$ cat config.mk
export PLATFORM = sky130hd
export DESIGN_NAME = baud_frac_gen
export DESIGN_NICKNAME = d
export VERILOG_FILES = /design/src/rtl/baud_gen_pkg.sv /design/src/rtl/bg_prescaler.sv /design/src/rtl/bg_frac_divider.sv /design/src/rtl/bg_os_counter.sv /design/src/rtl/baud_frac_gen.sv
export SDC_FILE = /design/constraint.sdc
export NUM_CORES = 1
export LEC_CHECK = 0
export BUFFER_PORTS_ARGS = -buffer_cell sky130_fd_sc_hd__buf_2
export CAP_MARGIN = 20
export CORE_MARGIN = 10
export CORE_UTILIZATION = 50
export CTS_CLUSTER_SIZE = 28
export DETAILED_ROUTE_END_ITERATION = 8
export GPL_TIMING_DRIVEN = 0
export PLACE_DENSITY = 0.78
export SYNTH_ARGS = -nofsm -noshare
export SYNTH_HDL_FRONTEND = slang
export SYNTH_SLANG_ARGS = --single-unit
$ cat constraint.sdc
create_clock -name clk -period 7.8 [get_ports clk]
set_clock_uncertainty 0.15 [all_clocks]
set_input_delay 1.17 -clock clk [delete_from_list [all_inputs] [get_ports clk]]
set_output_delay 1.17 -clock clk [all_outputs]
set_load 0.02 [all_outputs]
$ cat src/rtl/baud_gen_pkg.sv
// Package: shared mode encoding and helpers for the fractional baud generator.
// Assumes: the oversampling mode code is two bits; code 3 behaves as 16x.
package baud_gen_pkg;

    typedef enum logic [1:0] {
        OVS_X16     = 2'b00,
        OVS_X8      = 2'b01,
        OVS_X3      = 2'b10,
        OVS_X16_ALT = 2'b11
    } ovs_mode_e;

    localparam int OS_CNT_W = 5;

    // Number of ticks that make up one bit for a given mode code.
    function automatic logic [OS_CNT_W-1:0] ovs_ticks(input logic [1:0] mode);
        logic [OS_CNT_W-1:0] n;
        case (ovs_mode_e'(mode))
            OVS_X8:  n = OS_CNT_W'(8);
            OVS_X3:  n = OS_CNT_W'(3);
            default: n = OS_CNT_W'(16);
        endcase
        return n;
    endfunction

endpackage

$ cat src/rtl/bg_prescaler.sv
// Module: whole-ratio prescaler. Emits a one-cycle step every (ratio_m1+1)
// clocks while run is high.
// Assumes: ratio_m1 only changes on a cycle where step is high, or while run is low.
module bg_prescaler #(
    parameter int PRE_W = 3
) (
    input  logic             clk,
    input  logic             rst_n,
    input  logic             run,
    input  logic [PRE_W-1:0] ratio_m1,
    output logic             step
);

    logic [PRE_W-1:0] pre_cnt;

    // Step fires when the phase counter reaches the programmed ratio.
    always_comb begin
        step = run && (pre_cnt == ratio_m1);
    end

    // Phase counter: cleared when idle, wraps on each step.
    always_ff @(posedge clk) begin
        if (!rst_n || !run) begin
            pre_cnt <= '0;
        end else if (step) begin
            pre_cnt <= '0;
        end else begin
            pre_cnt <= pre_cnt + PRE_W'(1);
        end
    end

endmodule

$ cat src/rtl/bg_frac_divider.sv
// Module: fractional divider. Counts prescaled steps. Each period lasts
// dint steps, plus one step when the phase accumulator carries.
// Assumes: dint is nonzero whenever run is high; dint and dfrac change only
// at a period end or while run is low.
module bg_frac_divider #(
    parameter int INT_W  = 16,
    parameter int FRAC_W = 6
) (
    input  logic              clk,
    input  logic              rst_n,
    input  logic              run,
    input  logic              step,
    input  logic [INT_W-1:0]  dint,
    input  logic [FRAC_W-1:0] dfrac,
    output logic              period_end,
    output logic [INT_W-1:0]  cnt_q
);

    logic [FRAC_W-1:0] acc_q;
    logic [FRAC_W:0]   acc_sum;
    logic              carry;
    logic [INT_W:0]    end_val;

    // Accumulator sum for the current period, and its carry bit.
    always_comb begin
        acc_sum = {1'b0, acc_q} + {1'b0, dfrac};
        carry   = acc_sum[FRAC_W];
    end

    // Last step index of this period: dint-1, or dint when lengthened.
    always_comb begin
        end_val = {1'b0, dint} - (INT_W+1)'(1) + {{INT_W{1'b0}}, carry};
    end

    // Period ends on the step that reaches the last index.
    always_comb begin
        period_end = run && step && ({1'b0, cnt_q} == end_val);
    end

    // Step counter and phase accumulator.
    always_ff @(posedge clk) begin
        if (!rst_n || !run) begin
            cnt_q <= '0;
            acc_q <= '0;
        end else if (period_end) begin
            cnt_q <= '0;
            acc_q <= acc_sum[FRAC_W-1:0];
        end else if (step) begin
            cnt_q <= cnt_q + INT_W'(1);
        end
    end

endmodule

$ cat src/rtl/bg_os_counter.sv
// Module: oversampling counter. Counts ticks and flags the tick that closes a bit.
// Assumes: a mode change lands on a tick boundary. A count already past the new
// limit closes the bit on the next tick.
module bg_os_counter
    import baud_gen_pkg::*;
(
    input  logic       clk,
    input  logic       rst_n,
    input  logic       run,
    input  logic       tick,
    input  logic [1:0] mode,
    output logic       bit_end
);

    logic [OS_CNT_W-1:0] os_cnt;
    logic [OS_CNT_W-1:0] last_idx;

    // Index of the final tick of a bit for the active mode.
    always_comb begin
        last_idx = ovs_ticks(mode) - OS_CNT_W'(1);
        bit_end  = tick && (os_cnt >= last_idx);
    end

    // Tick counter within a bit.
    always_ff @(posedge clk) begin
        if (!rst_n || !run) begin
            os_cnt <= '0;
        end else if (bit_end) begin
            os_cnt <= '0;
        end else if (tick) begin
            os_cnt <= os_cnt + OS_CNT_W'(1);
        end
    end

endmodule

$ cat src/rtl/baud_frac_gen.sv
// Module: top of the fractional baud tick generator. Holds the applied
// settings, which are taken from the inputs while idle or at a period end.
// Chains prescaler, fractional divider and oversampling counter, and
// registers the strobes.
// Assumes: the inputs are synchronous to clk.
module baud_frac_gen #(
    parameter int PRE_W  = 3,
    parameter int INT_W  = 16,
    parameter int FRAC_W = 6
) (
    input  logic              clk,
    input  logic              rst_n,
    input  logic              enable,
    input  logic [PRE_W-1:0]  prescale_sel,
    input  logic [INT_W-1:0]  div_int,
    input  logic [FRAC_W-1:0] div_frac,
    input  logic [1:0]        ovs_sel,
    output logic              os_tick,
    output logic              bit_tick
);

    logic [PRE_W-1:0]  sh_pre;
    logic [INT_W-1:0]  sh_int;
    logic [FRAC_W-1:0] sh_frac;
    logic [1:0]        sh_ovs;
    logic              run;
    logic              pre_step;
    logic              period_end;
    logic              bit_end;
    logic [INT_W-1:0]  div_cnt;

    // Generator runs only when enabled with a nonzero applied whole divisor.
    always_comb begin
        run = enable && (sh_int != '0);
    end

    // Applied settings: follow the inputs while idle, refresh at each period end.
    always_ff @(posedge clk) begin
        if (!rst_n) begin
            sh_pre  <= '0;
            sh_int  <= '0;
            sh_frac <= '0;
            sh_ovs  <= '0;
        end else if (!run || period_end) begin
            sh_pre  <= prescale_sel;
            sh_int  <= div_int;
            sh_frac <= div_frac;
            sh_ovs  <= ovs_sel;
        end
    end

    bg_prescaler #(.PRE_W(PRE_W)) u_pre (
        .clk      (clk),
        .rst_n    (rst_n),
        .run      (run),
        .ratio_m1 (sh_pre),
        .step     (pre_step)
    );

    bg_frac_divider #(.INT_W(INT_W), .FRAC_W(FRAC_W)) u_div (
        .clk        (clk),
        .rst_n      (rst_n),
        .run        (run),
        .step       (pre_step),
        .dint       (sh_int),
        .dfrac      (sh_frac),
        .period_end (period_end),
        .cnt_q      (div_cnt)
    );

    bg_os_counter u_os (
        .clk     (clk),
        .rst_n   (rst_n),
        .run     (run),
        .tick    (period_end),
        .mode    (sh_ovs),
        .bit_end (bit_end)
    );

    // Output strobes, registered for clean one-cycle pulses.
    always_ff @(posedge clk) begin
        if (!rst_n) begin
            os_tick  <= 1'b0;
            bit_tick <= 1'b0;
        end else begin
            os_tick  <= period_end;
            bit_tick <= bit_end;
        end
    end

endmodule

==> results.md <==
* Vias per inst at 5.67
* Synth Area in Simple Gates at 0.239
* Final setup fails at 0
* Worst-Margin Slew at 817 ps
* Placed Area at 3630 um^2
* Min-Delay Path Depth at 1
* Clock Tree Buf Depth at 2
* # clock sinks at 59
* Part of the Yosys area used for sequential elements at 0.350
* R2R Setup Slk at 3310 ps
* Violation count after the first detailed-route iteration at 193
* PostCTS Resize Cnt at 0
* Worst Hold Class: reg2reg
* Upper clock frequency limit at 222 MHz
* Post-synth EDFFs at 0
* Finished Cell Area at 3820 um^2
* Main flop type after synthesis: dfxtp_1
* Multi-input gate area at 2020 um^2
* Clock H-tree levels at 3
* # Post-CTS Setup Buffers at 0
* Starting Density at 0.523
* Net Count, Synth at 450
* Die Wd at 102 um
* Status: completed
* End of the critical path: u_div.cnt_q[3]
* GR Util met3 at 0.0439
* DR WL/cell at 15.4 um
* Number of global-route vias before repair at 2929
* Worst Path Arrival at 4570 ps
* TritonCTS buffer count at 9
* Yosys cell types at 46
* Post-synthesis xor/xnor area fraction at 0.109
* Fin crit share at 0.576
* Leading cell types in the layout, fill and taps excluded: nand2_1 (69), dfxtp_1 (59), buf_2 (32), mux2i_1 (28), xnor2_1 (26)
* VDD IR max at 0.116 mV
* Core Rows at 29
* Area grow syn2layout at 13.0%
* Mapped Cells at 403
* DRT Wirelength at 8120 um
* First-pass DRT Iterations at 5
* Post-synthesis adder-cell area fraction at 0.0652
* Crit Path Class: reg2reg
* CTS Root Cell: clkbuf_8
* Worst Setup SP: sh_frac[0]
* Routability cong. at 0.911
* Placement Setup Slack at 3370 ps
* Async SR Flop Fraction at 0
* Complex-gate fraction of the synthesized area at 0.0974
* RSZ-0062 raised after global routing: false
* Post-route ant nets at 0
* Congestion Overflow GR at 0
* Diode count at 0
* CP Data Required Time at 7880 ps
* Post-synth top area cell: dfxtp_1
* Filler Cell Count at 590
* Core area at 6460 um^2
* GR peak layer: met2
* Area share of the largest cell type after synthesis at 0.350
* Slack of the critical path at 3310 ps
* Layout cells sized above 1 at 0.127
* Worst-case reg-to-reg path depth at 18
* Met2 Use GR at 0.278
* Ports at 32
* Max Slew Vio Count at 0
* Final HPWL from detailed placement at 6030 um
* Final Hold Vio Count at 0
* GRT Resource Usage Total at 0.162
* Worst setup SP type: flip-flop
* Nets at 491
* DIE HEIGHT at 102 um
* Die area at 10400 um^2
* Mux cell area share after synthesis at 0.0863
* Top cells by area, synth: dfxtp_1 (35%), mux2i_1 (8.3%), nand2_1 (7.7%)
* Crit-path max FO at 10
* Reg2reg end: u_div.cnt_q[3]
* Largest family of logic cells by synthesized area: simple AND/OR/NAND/NOR gates
* Initial antenna violation count at 0
* Total number of vias at 2981
* Kind of end point of the critical path: flip-flop
* Synth Cell Area at 3380 um^2
* CTS Hold Bufs at 0
* Number of remaining DRC errors at 0
* Largest net degree at the start of global routing at 11
* Commonest non-fill, non-tap cell in the layout: nand2_1
* Setup TNS at 0 ps
* Synthesized flop and latch total at 59
* Global-route wire length before repair at 13500 um
* YS warnings at 0
* M1 GR Usage at 0.192
* Leak Pwr at 1.73 nW
* Count of input and output buffers at 30
* Power Density at 189 nW/um^2
* Slew headroom at 0.452
* Clock Latency Late Sink at 350 ps
* Avg Synthesized Cell Area at 8.39 um^2
* TritonCTS clock tree: yes
* # Max-Cap Violations at 0
* Worst-path clk slew at 70 ps
* Final min period at 4490 ps
* RR Startpoint: sh_frac[0]
* Storage cell area at 1180 um^2
-- synthesized netlist by cell type (2+ instances only) --
| cell | number |
|---|---|
| buf_2 | 2 |
| clkbuf_1 | 16 |
| and2_1 | 3 |
| nor2b_1 | 2 |
| nand4_1 | 12 |
| buf_6 | 3 |
| nor4_1 | 9 |
| nand3_1 | 14 |
| nor3_1 | 5 |
| xnor2_1 | 26 |
| a21oi_1 | 17 |
| o21bai_1 | 2 |
| a21o_1 | 3 |
| or4_1 | 5 |
| o31ai_1 | 2 |
| and3b_1 | 2 |
| o21ai_0 | 13 |
| ha_1 | 16 |
| inv_1 | 18 |
| mux2i_1 | 28 |
| xor2_1 | 16 |
| dfxtp_1 | 59 |
| nand2_1 | 69 |
| and3_1 | 21 |
| a211oi_1 | 2 |
| nor2_1 | 18 |
-- routing by layer --
layer | routed length [um] | up-vias
met1 | 3640 | 1399
met4 | 102 | 0
li1 | - | 1484
met5 | 0 | -
met2 | 3990 | 87
met3 | 388 | 11
-- how the worst min path moves through the flow --
stage / from / end
after global routing: u_pre.pre_cnt[0] / u_pre.pre_cnt[0]
after CTS: u_pre.pre_cnt[0] / u_pre.pre_cnt[0]
after floorplan: u_pre.pre_cnt[0] / u_pre.pre_cnt[0]
after global placement: u_pre.pre_cnt[0] / u_pre.pre_cnt[0]
final: u_pre.pre_cnt[0] / u_pre.pre_cnt[0]
after detailed placement: u_pre.pre_cnt[0] / u_pre.pre_cnt[0]
-- through the flow --
stage                     utilization  hold slack (ps)  std cells  total power, mW
final                           0.591              311        526            0.724
after global routing            0.591              347        526            0.753
after CTS                       0.591              316        526            0.725
after detailed placement        0.561              300        510            0.448
after global placement          0.561              286        510            0.443
after floorplan                     -              280        403            0.415
-- logic make-up (layout without fill, tap and decap cells) --
kind of cell               count (synthesis)  in the layout
DFF                                       59             59
buffers and inverters                     41             87
AOI/OAI and AO/OA                         51             51
muxes                                     29             29
and+or+nand+nor                          164            164
xor gates and xnor gates                  42             42
adders and majority gates                 17             17
-- cell type report --
type | instances | area share
buffer | 23 | 0.0301
clock buffer | 11 | 0.0370
clock inverter | 5 | 0.0138
inverter | 18 | 0.0177
multi-input combinational | 303 | 0.528
sequential | 59 | 0.309
tap | 77 | 0.0252
timing repair buffer | 30 | 0.0393
-- power breakdown --
part | total, mW | leakage, nW | switching (mW) | internal, mW
sequential | 0.325 | 0.481 | 0.0126 | 0.313
combinational | 0.119 | 1.15 | 0.0690 | 0.0495
clock | 0.280 | 0.0991 | 0.125 | 0.155
-- flip-flops by register name, summed over array words and instances (netlist names) --
signal	flops
u_div.cnt_q	16
sh_frac	6
sh_pre	3
u_div.acc_q	6
u_os.os_cnt	5
u_pre.pre_cnt	3
sh_int	16
os_tick	1
sh_ovs	2
bit_tick	1
-- worst max-delay path, cell delays in order (launching register included) --
cell and delay, ps:
dfxtp_1 330, ha_1 230, inv_1 70, fa_1 200, inv_1 60, a21oi_1 110
o21bai_1 110, a21o_1 210, a21oi_1 200, ha_1 240, or4b_1 460, clkbuf_1 230
or4_1 450, a32o_1 280, o21ai_2 170, and4_4 270, a21oi_2 130, clkbuf_1 260
and3_1 220
Note: power is estimated with default switching activity, not from simulation.
